<file path="config.mk">
export PLATFORM = sky130hd
export DESIGN_NAME = chg_seq_top
export DESIGN_NICKNAME = d
export VERILOG_FILES = /design/src/rtl/chg_seq_pkg.sv /design/src/rtl/chg_flag_cond.sv /design/src/rtl/chg_pwm.sv /design/src/rtl/chg_fsm.sv /design/src/rtl/chg_seq_top.sv
export SDC_FILE = /design/constraint.sdc
export NUM_CORES = 1
export LEC_CHECK = 0
export ABC_CLOCK_PERIOD_IN_PS = 2100
export BUFFER_PORTS_ARGS = -buffer_cell sky130_fd_sc_hd__buf_2
export CAP_MARGIN = 20
export CELL_PAD_IN_SITES_DETAIL_PLACEMENT = 0
export CELL_PAD_IN_SITES_GLOBAL_PLACEMENT = 1
export CORE_MARGIN = 2
export CORE_UTILIZATION = 45
export CTS_BUF_LIST = sky130_fd_sc_hd__clkbuf_8
export CTS_CLUSTER_SIZE = 28
export DETAILED_ROUTE_END_ITERATION = 12
export GPL_TIMING_DRIVEN = 0
export PLACE_DENSITY = 0.74
export SLEW_MARGIN = 10
export SYNTH_ARGS = -nofsm -noshare
export SYNTH_HDL_FRONTEND = slang
export SYNTH_HIERARCHICAL = 1
export SYNTH_SLANG_ARGS = --single-unit
</file>
<file path="constraint.sdc">
create_clock -name clk -period 2.1 [get_ports clk]
set_input_delay 0.105 -clock clk [delete_from_list [all_inputs] [get_ports clk]]
set_output_delay 0.105 -clock clk [all_outputs]
set_load 0.1 [all_outputs]
</file>
<file path="src/rtl/chg_seq_pkg.sv">
package chg_seq_pkg;

    typedef enum logic [1:0] {
        ST_IDLE      = 2'd0,
        ST_STARTUP   = 2'd1,
        ST_NORMAL_ON = 2'd2,
        ST_CUTOFF    = 2'd3
    } chg_state_e;

    // positions of the fixed flags in the conditioned flag vector
    localparam int unsigned FL_CHG   = 0;
    localparam int unsigned FL_MLO   = 1;
    localparam int unsigned FL_MHI   = 2;
    localparam int unsigned FL_FULL  = 3;
    localparam int unsigned FL_FIXED = 4;

endpackage

</file>
<file path="src/rtl/chg_flag_cond.sv">
module chg_flag_cond #(
    parameter int unsigned DEB_TICKS = 4
) (
    input  logic clk,
    input  logic rst_n,
    input  logic tick,
    input  logic raw,
    output logic clean
);
    localparam int unsigned DCW = $clog2(DEB_TICKS) + 1;

    logic           sync1_q, sync2_q;
    logic [DCW-1:0] run_q;

    always_ff @(posedge clk or negedge rst_n) begin
        if (!rst_n) begin
            sync1_q <= 1'b0;
            sync2_q <= 1'b0;
            run_q   <= '0;
            clean   <= 1'b0;
        end else begin
            sync1_q <= raw;
            sync2_q <= sync1_q;
            if (sync2_q == clean) begin
                run_q <= '0;
            end else if (tick) begin
                if (run_q == DCW'(DEB_TICKS - 1)) begin
                    clean <= sync2_q;
                    run_q <= '0;
                end else begin
                    run_q <= run_q + 1'b1;
                end
            end
        end
    end

    // a conditioned flag may only move on a tick
    assert_tick_only_R1: assert property (@(posedge clk) disable iff (!rst_n)
        (clean != $past(clean)) |-> $past(tick))
        else $error("conditioned flag changed without a tick");

endmodule

</file>
<file path="src/rtl/chg_pwm.sv">
module chg_pwm #(
    parameter int unsigned DUTY_W = 5,
    parameter int unsigned PER_2W = 32768,
    parameter int unsigned PER_3W = 1024
) (
    input  logic              clk,
    input  logic              rst_n,
    input  logic              tick,
    input  logic              three_wire,
    input  logic [DUTY_W-1:0] duty,
    output logic              pwm_on
);
    localparam int unsigned PER_W  = $clog2(PER_2W) + 1;
    localparam int unsigned CNT_W  = PER_W - 1;
    localparam int unsigned PROD_W = PER_W + DUTY_W;
    localparam logic [PER_W-1:0] P2 = PER_W'(PER_2W);
    localparam logic [PER_W-1:0] P3 = PER_W'(PER_3W);

    logic [CNT_W-1:0]  cnt_q;
    logic [DUTY_W-1:0] duty_q;
    logic              type_q;
    logic [PER_W-1:0]  period;
    logic [PROD_W-1:0] thr;
    logic              at_end;

    always_comb begin
        period = type_q ? P3 : P2;
        at_end = PER_W'(cnt_q) >= (period - 1'b1);
        thr    = PROD_W'(duty_q) * PROD_W'(period >> DUTY_W);
        if (duty_q == '0) begin
            pwm_on = 1'b0;
        end else if (duty_q == '1) begin
            pwm_on = 1'b1;
        end else begin
            pwm_on = PROD_W'(cnt_q) < thr;
        end
    end

    always_ff @(posedge clk or negedge rst_n) begin
        if (!rst_n) begin
            cnt_q  <= '0;
            duty_q <= '0;
            type_q <= 1'b0;
        end else begin
            duty_q <= duty;
            type_q <= three_wire;
            if (tick) begin
                cnt_q <= at_end ? '0 : cnt_q + 1'b1;
            end
        end
    end

    assert_wrap_R8: assert property (@(posedge clk) disable iff (!rst_n)
        (tick && PER_W'(cnt_q) == period - 1'b1) |=> cnt_q == '0)
        else $error("PWM counter did not wrap at its period");

    assert_duty_zero_R9: assert property (@(posedge clk) disable iff (!rst_n)
        (duty_q == '0) |-> !pwm_on)
        else $error("PWM on with zero duty");

endmodule

</file>
<file path="src/rtl/chg_fsm.sv">
module chg_fsm
    import chg_seq_pkg::*;
#(
    parameter int unsigned NUM_LIMITS = 3,
    parameter int unsigned SEL_W      = 2
) (
    input  logic                  clk,
    input  logic                  rst_n,
    input  logic                  vch,
    input  logic                  mlo,
    input  logic                  mhi,
    input  logic                  full,
    input  logic [NUM_LIMITS-1:0] over,
    input  logic [NUM_LIMITS-1:0] under,
    input  logic [SEL_W-1:0]      lim_sel,
    input  logic                  pwm_on,
    output logic                  sw_en,
    output logic                  startup_cc,
    output logic [1:0]            mode
);
    chg_state_e       state_q, state_d;
    logic             vch_d_q;
    logic             vch_rise;
    logic [SEL_W-1:0] idx;
    logic             over_sel, under_sel;

    always_comb begin
        idx = (32'(lim_sel) < NUM_LIMITS) ? lim_sel : '0;
        over_sel  = over[idx];
        under_sel = under[idx];
        vch_rise  = vch && !vch_d_q;
    end

    // state register
    always_ff @(posedge clk or negedge rst_n) begin
        if (!rst_n) begin
            state_q <= ST_IDLE;
            vch_d_q <= 1'b0;
        end else begin
            state_q <= state_d;
            vch_d_q <= vch;
        end
    end

    // transitions
    always_comb begin
        state_d = state_q;
        if (!vch) begin
            state_d = ST_IDLE;
        end else begin
            unique case (state_q)
                ST_IDLE: begin
                    if (vch_rise) state_d = mlo ? ST_STARTUP : ST_NORMAL_ON;
                end
                ST_STARTUP: begin
                    if (mhi) state_d = ST_NORMAL_ON;
                end
                ST_NORMAL_ON: begin
                    if (over_sel) state_d = ST_CUTOFF;
                end
                ST_CUTOFF: begin
                    if (under_sel) state_d = ST_NORMAL_ON;
                end
            endcase
        end
    end

    // outputs
    always_comb begin
        mode       = state_q;
        startup_cc = 1'b0;
        sw_en      = 1'b0;
        unique case (state_q)
            ST_IDLE:      sw_en = 1'b0;
            ST_STARTUP: begin
                startup_cc = 1'b1;
                sw_en      = !full;
            end
            ST_NORMAL_ON: sw_en = pwm_on && !full;
            ST_CUTOFF:    sw_en = 1'b0;
        endcase
    end

    assert_idle_on_loss_R2: assert property (@(posedge clk) disable iff (!rst_n)
        !vch |=> state_q == ST_IDLE)
        else $error("charger lost but not idle");

    assert_startup_entry_R3: assert property (@(posedge clk) disable iff (!rst_n)
        $rose(state_q == ST_STARTUP) |-> $past(vch && !vch_d_q && mlo))
        else $error("start-up entered without charger rise");

    assert_no_reentry_R5: assert property (@(posedge clk) disable iff (!rst_n)
        (state_q == ST_NORMAL_ON || state_q == ST_CUTOFF) |=> state_q != ST_STARTUP)
        else $error("start-up re-entered from a charging state");

    assert_cutoff_hold_R6: assert property (@(posedge clk) disable iff (!rst_n)
        (state_q == ST_CUTOFF && vch && !under_sel) |=> state_q == ST_CUTOFF)
        else $error("cut-off left without under flag");

    assert_full_off_R10: assert property (@(posedge clk) disable iff (!rst_n)
        full |-> !sw_en)
        else $error("switch on with battery full");

endmodule

</file>
<file path="src/rtl/chg_seq_top.sv">
module chg_seq_top
    import chg_seq_pkg::*;
#(
    parameter int unsigned NUM_LIMITS = 3,
    parameter int unsigned DUTY_W     = 5,
    parameter int unsigned DEB_TICKS  = 4,
    parameter int unsigned PER_2W     = 32768,
    parameter int unsigned PER_3W     = 1024
) (
    input  logic                  clk,
    input  logic                  rst_n,
    input  logic                  tick_32k,
    input  logic                  chg_in_det,
    input  logic                  bat_below_mrst,
    input  logic                  bat_above_mrst,
    input  logic                  bat_full,
    input  logic [NUM_LIMITS-1:0] lim_over,
    input  logic [NUM_LIMITS-1:0] lim_under,
    input  logic                  chg_three_wire,
    input  logic [DUTY_W-1:0]     duty_code,
    input  logic [$clog2(NUM_LIMITS)-1:0] lim_sel,
    output logic                  sw_en,
    output logic                  chg_present,
    output logic                  startup_cc,
    output logic [1:0]            mode_status
);
    localparam int unsigned NFLAG = FL_FIXED + 2 * NUM_LIMITS;
    localparam int unsigned SEL_W = $clog2(NUM_LIMITS);

    logic [NFLAG-1:0] raw_flags, cond_flags;
    logic             pwm_on;

    assign raw_flags = {lim_under, lim_over, bat_full, bat_above_mrst,
                        bat_below_mrst, chg_in_det};

    for (genvar g = 0; g < NFLAG; g++) begin : g_cond
        chg_flag_cond #(.DEB_TICKS(DEB_TICKS)) u_cond (
            .clk   (clk),
            .rst_n (rst_n),
            .tick  (tick_32k),
            .raw   (raw_flags[g]),
            .clean (cond_flags[g])
        );
    end

    chg_pwm #(.DUTY_W(DUTY_W), .PER_2W(PER_2W), .PER_3W(PER_3W)) u_pwm (
        .clk        (clk),
        .rst_n      (rst_n),
        .tick       (tick_32k),
        .three_wire (chg_three_wire),
        .duty       (duty_code),
        .pwm_on     (pwm_on)
    );

    chg_fsm #(.NUM_LIMITS(NUM_LIMITS), .SEL_W(SEL_W)) u_fsm (
        .clk        (clk),
        .rst_n      (rst_n),
        .vch        (cond_flags[FL_CHG]),
        .mlo        (cond_flags[FL_MLO]),
        .mhi        (cond_flags[FL_MHI]),
        .full       (cond_flags[FL_FULL]),
        .over       (cond_flags[FL_FIXED +: NUM_LIMITS]),
        .under      (cond_flags[FL_FIXED + NUM_LIMITS +: NUM_LIMITS]),
        .lim_sel    (lim_sel),
        .pwm_on     (pwm_on),
        .sw_en      (sw_en),
        .startup_cc (startup_cc),
        .mode       (mode_status)
    );

    assign chg_present = cond_flags[FL_CHG];

    assert_present_idle_R2: assert property (@(posedge clk) disable iff (!rst_n)
        !chg_present |=> mode_status == 2'd0 && !sw_en)
        else $error("no charger but block active");

endmodule

</file>
==> Word level (Yosys, flattened, before mapping) <==
Index checks and enable logic that the tools add are counted.
{ "totals": {"register_bits": 84, "input_bits": 21, "output_inout_bits": 5, "elab_cells": 176} }
{ "classes": {"add_sub_neg": 12, "mul": 1, "magnitude_cmp": 4, "n_eq_ne": 28, "n_mux": 48, "bitwise_logic": 10, "reduce_logical": 28} }
{ "op_table": {"columns": ["op", "count"], "rows": [
  ["$mux W3", 30],
  ["$add A3 B1 Y3 const B", 10],
  ["$eq A3 B2 Y1 const B", 10],
  ["$reduce_and A3 Y1", 10],
  ["$lt A15 B21 Y1", 1],
  ["$reduce_bool A2 Y1", 10],
  ["$ge A15 B16 Y1", 1],
  ["$mul A5 B11 Y16", 1],
  ["$mux W16", 1],
  ["$sub A16 B1 Y16 const B", 1],
  ["$add A15 B1 Y15 const B", 1],
  ["$mux W15", 1],
  ["$mux W2", 7],
  ["$eq A1 B1 Y1", 10],
  ["$not A1 Y1", 10],
  ["$ne A3 B2 Y1 const B", 3],
  ["$pmux W2 S4", 1],
  ["$eq A5 B5 Y1 const B", 1],
  ["$logic_not A5 Y1", 1],
  ["$mux W1", 5],
  ["$bmux W1 S2", 2],
  ["$eq A2 B2 Y1 const B", 2],
  ["$reduce_and A4 Y1", 1],
  ["$lt A2 B3 Y1 const B", 1],
  ["8 further kinds", 10]
]} }

==> Depth between registers and ports, before layout <==
{ "depth": {"word_depth": 7, "ltp_mapped": 10, "mapped_depth_nobuf": 9} }

==> By module <==
The synthesis kept the hierarchy.
{ "modules_own_cells": {"columns": ["mod", "instances", "cells_each", "area_per_inst_um2"], "rows": [
  ["chg_flag_cond at g_cond[1].u_cond ...", 9, 19, 241.5],
  ["chg_pwm", 1, 150, 1402.6],
  ["chg_flag_cond at g_cond[0].u_cond", 1, 19, 245.2],
  ["chg_fsm", 1, 25, 220.2]
]} }

==> Worst setup path after synthesis <==
Ideal clock, no wire load.
{ "synth_path": {"path_type": "reg2out", "startpoint": "reg u_fsm.state_q[0] (netlist: u_fsm/mode[0])", "endpoint": "out sw_en", "arrival_ns": 3.836, "path_slack_ns": -1.841, "path_stages_with_launch": 5, "n_path_buf": 0, "cell_sequence": "dfrtp_1 -> inv_1 -> nor2_1 -> a21oi_1 -> nor2_1"} }
{ "synth_between": {"elab_chain_len": 3, "word_cells_on_any_way": 6} }
{ "synth_rtl": {"columns": ["element", "line_no", "source"], "rows": [
  ["start, declared", "chg_fsm.sv:21", "chg_state_e state_q, state_d;"],
  ["start signal, assigned", "chg_fsm.sv:40", "state_q <= state_d;"],
  ["$eq A2 B2 Y1 or $logic_not A2 Y1 (tied branches)", "chg_fsm.sv:73", "unique case (state_q)"],
  ["$reduce_or A2 Y1 (no line)", null, null],
  ["$pmux W1 S3 *", "chg_fsm.sv:73", null],
  ["end, declared", "chg_seq_top.sv:22", "output logic sw_en,"]
]} }
Mark *: on every way between the ends. The rest lies on a longest branch, timed or not.

==> Worst setup path after layout <==
{ "layout_path": {"startpoint": "reg u_pwm.type_q", "endpoint": "out sw_en"} }
{ "layout_between": {"elab_chain_len": 7} }
{ "layout_rtl": {"columns": ["element", "line_no", "source"], "rows": [
  ["start, declared", "chg_pwm.sv:21", "logic type_q;"],
  ["start signal, assigned", "chg_pwm.sv:46", "type_q <= three_wire;"],
  ["$mux W16", "chg_pwm.sv:27", "period = type_q ? P3 : P2;"],
  ["$mul A5 B11 Y16", "chg_pwm.sv:29", "thr = PROD_W'(duty_q) * PROD_W'(period >> DUTY_W);"],
  ["$lt A15 B21 Y1", "chg_pwm.sv:35", "pwm_on = PROD_W'(cnt_q) < thr;"],
  ["$mux W1", "chg_pwm.sv:32", "end else if (duty_q == '1) begin"],
  ["$mux W1", "chg_pwm.sv:30", "if (duty_q == '0) begin"],
  ["named net pwm_on", "chg_seq_top.sv:31", "logic pwm_on;"],
  ["$logic_and A1 B1 Y1", "chg_fsm.sv:79", "ST_NORMAL_ON: sw_en = pwm_on && !full;"],
  ["$pmux W1 S3", "chg_fsm.sv:73", null]
]} }
The timed path passes the listed nets, and every way through them passes these cells.

==> impl_metrics.env <==
export IMPL_final_setup_worst_slack_ns=-0.441
export IMPL_hold_path_class="in2async"
export IMPL_cts_max_level=3
export IMPL_grt_pass1_wl_um=14000
export IMPL_placed_cells=499
export IMPL_synthCells=365
export IMPL_multi_input_area_um2=2230
export IMPL_layout_commonest_cell="dfrtp_1"
export IMPL_syn_num_nets=412
export IMPL_cellLeakagePower_nw=2.27
export IMPL_grt_busiest_layer="met2"
export IMPL_whs_ns=0.195
export IMPL_timing_clock_skew_ns=0.00942
export IMPL_antenna_found_initial=0
export IMPL_clockPowerShare=0.228
export IMPL_path_cells="clkbuf_8, nand2b_4, ha_4, a21oi_2, nand2_1, a211oi_2, a21oi_1, nor2_1, a21oi_2, nor2_4, buf_12"
export IMPL_slowest_delay_ns=0.44
export IMPL_start_util=0.463
export IMPL_intPower_mw=3.55
export IMPL_synth_area_um2=4040
export IMPL_fillers=690
export IMPL_core_area_um2=8720
export IMPL_rows=34
export IMPL_min_period_ns=2.54
export IMPL_finalHoldViolCount=0
export IMPL_grt_pass1_vias=3008
export IMPL_critPathKind="reg2out"
export IMPL_powerDensity_nw_per_um2=1090
export IMPL_critPathMaxFanout=5
export IMPL_cap_violations=0
export IMPL_total_power_mw=5.70
export IMPL_synth_distinct_cells=44
export IMPL_grt_total_usage=0.179
export IMPL_cp_start_kind="flip-flop"
export IMPL_cts_made_buffers=9
export IMPL_gr_usage_met1=0.235
export IMPL_yosysWarnings=6
export IMPL_wl_per_cell_um=14.6
export IMPL_pin_count=26
export IMPL_slowest_stage="dfrtp_2"
export IMPL_syn2layout_area_growth_pct=28.9
export IMPL_nets=475
export IMPL_drt_iter0_drc=55
export IMPL_p_comb_frac=0.344
export IMPL_place_gp_congestion=0.741
export IMPL_portBuffers=25
export IMPL_overflow=0
export IMPL_grt_max_degree=59
export IMPL_arrival_ns=2.44
export IMPL_status="complete, but fails checks"
export IMPL_viasPerCell=5.24
export IMPL_p_sw_mw=2.15
export IMPL_syn_avg_cell_area_um2=11.1
export IMPL_dr_total_vias=2836
export IMPL_fin_util=0.597
export IMPL_reg2reg_from="u_pwm/type_q"
export IMPL_end_kind="output port"
export IMPL_grt_use_met3=0.0511
export IMPL_cts_sinks=84
export IMPL_fmax_ghz=0.394
export IMPL_dieArea_um2=9750
export IMPL_drv_slew=0
export IMPL_ir_drop_uv=532
export IMPL_relSlewSlack=0.394
export IMPL_ys_seq_elements=84
export IMPL_root_buffer="clkbuf_8"
export IMPL_r2r_end="u_pwm/cnt_q[12]"
export IMPL_antenna_cells=0
export IMPL_r2r_setup_slack_ns=-0.22
export IMPL_groute_layer_met2_usage=0.292
export IMPL_violations="setup timing"
export IMPL_drc=0
export IMPL_layout_common_cells="dfrtp_1, nor2_1, nand2_1"
export IMPL_drtAntennaViolNets=0
export IMPL_fin_tns_setup_ns=-2.00
export IMPL_synthFlopType="dfrtp_1"
export IMPL_rsz0062_at_grt="true"
export IMPL_dr_pass1_iters=4
export IMPL_post_route_period_util=1.21
export IMPL_swShare=0.377
export IMPL_rr_worst_depth=10
export IMPL_synth_enable_flop_cells=0
export IMPL_seqPwrFrac=0.428
export IMPL_synth_seq_area_share=0.520
export IMPL_drt_total_wl_um=7890
export IMPL_clock_latency_ns=0.36
export IMPL_dp_hpwl_um=4990
export IMPL_async_flop_share=1.00
export IMPL_drive_above_1_share=0.279
export IMPL_die_w_um=98.8
export IMPL_dieHeight_um=98.8
export IMPL_crit_required_ns=2.00
export IMPL_finalSetupViolations=13
export IMPL_path_clk_slew_ns=0.09
export IMPL_tightest_slew_ns=0.909
export IMPL_cts_buffer_depth=2
export IMPL_seq_area_um2=2110
export IMPL_fin_cells=541
export IMPL_crit_top_cell="a21oi_2"
export IMPL_tritoncts="done"
==> Yosys cell counts, drive strengths merged (3+ instances only) <==
| master | count | share of area |
|---|---|---|
| nor3 | 3 | 0.0037 |
| ha | 26 | 0.080 |
| clkbuf | 4 | 0.0037 |
| inv | 7 | 0.0065 |
| mux2i | 13 | 0.032 |
| nand3 | 12 | 0.016 |
| a21oi | 22 | 0.029 |
| nor4 | 4 | 0.0099 |
| mux2 | 10 | 0.029 |
| nand2 | 36 | 0.040 |
| nand4 | 5 | 0.011 |
| nor2 | 41 | 0.044 |
| nand3b | 14 | 0.026 |
| o2bb2ai | 4 | 0.0087 |
| o31ai | 5 | 0.0093 |
| dfrtp | 84 | 0.52 |
| nand2b | 26 | 0.040 |
| or3 | 5 | 0.0090 |
| o21ai | 14 | 0.017 |
| xnor2 | 11 | 0.024 |
==> power groups by stage <==
| stage | Sequential [mW] | Combinational [mW] | Clock (mW) |
|---|---|---|---|
| 3_3_place_gp | 2.43 | 1.65 | 0 |
| 2_1_floorplan | 2.52 | 1.20 | 0 |
| 5_1_grt | 2.52 | 2.21 | 1.42 |
| 4_1_cts | 2.43 | 1.86 | 1.35 |
| 6_report | 2.44 | 1.96 | 1.30 |
| 3_5_place_dp | 2.45 | 1.71 | 0 |
==> worst max-delay path: cells and delay by family, from the launching register on <==
family          cells  cell delay, ns
simple gates        4            0.51
buf+inv             2            0.33
fa+ha+maj           1            0.23
compound gates      4            0.54
flops               1            0.44
==> metrics by stage <==
stage | instance area [um2] | setup slack (ns)
CTS | 5020 | -0.422
global route | 5210 | -0.620
floorplan | 4170 | -0.172
finish | 5210 | -0.441
detailed placement | 4460 | -0.374
global placement | 4430 | -0.365
==> registers in the layout, indices dropped and copies added, names as in the netlist <==
name and count:
g_cond.u_cond/run_q 30, u_pwm/cnt_q 15, g_cond.u_cond/clean 10, g_cond.u_cond/sync1_q 10, g_cond.u_cond/sync2_q 10, u_pwm/duty_q 5
u_fsm/mode 2, u_fsm/vch_d_q 1, u_pwm/type_q 1
==> cells by family (layout without fill, tap and decap cells) <==
group,after synthesis,in the layout,synth area share
multiplexers,23,23,0.0610
adder cells (fa/ha/maj),26,26,0.0805
buffers and inverters,12,80,0.0130
AO/OA/AOI/OAI,56,56,0.0895
XOR/XNOR,11,11,0.0238
flip-flops,84,84,0.520
AND/OR/NAND/NOR,153,153,0.212
==> cell type report <==
cell class	count	area share
plain buffers	5	0.00865
inverters	7	0.00505
repair buffers	52	0.0846
clock buffers	9	0.0238
flip-flops and latches	84	0.404
multi-input cells	269	0.429
clock inverters	7	0.0190
well taps	108	0.0259
==> worst max-delay path by stage <==
stage,cells past startpoint,start,to
after floorplan,10,u_pwm/type_q,sw_en
after global placement,11,u_pwm/type_q,sw_en
after detailed placement,11,u_pwm/type_q,sw_en
after CTS,11,u_pwm/type_q,sw_en
after global routing,11,u_pwm/type_q,sw_en
final,11,u_pwm/type_q,sw_en
==> per-layer routing <==
layer / up-vias / wire (um)
li1: 1414 / -
met1: 1385 / 3750
met2: 30 / 3850
met3: 7 / 211
met4: 0 / 79
met5: - / 0
==> what timing repair did <==
action                                 CTS  global route
pin swaps                               13            13
setup endpoints to repair               12            12
endpoints found under the hold margin   42             0
setup buffers                            5             2
gates resized for setup                 17            35
hold buffers                            17             0
cloned                                   1             1
Note: power is estimated with default switching activity, not from simulation.
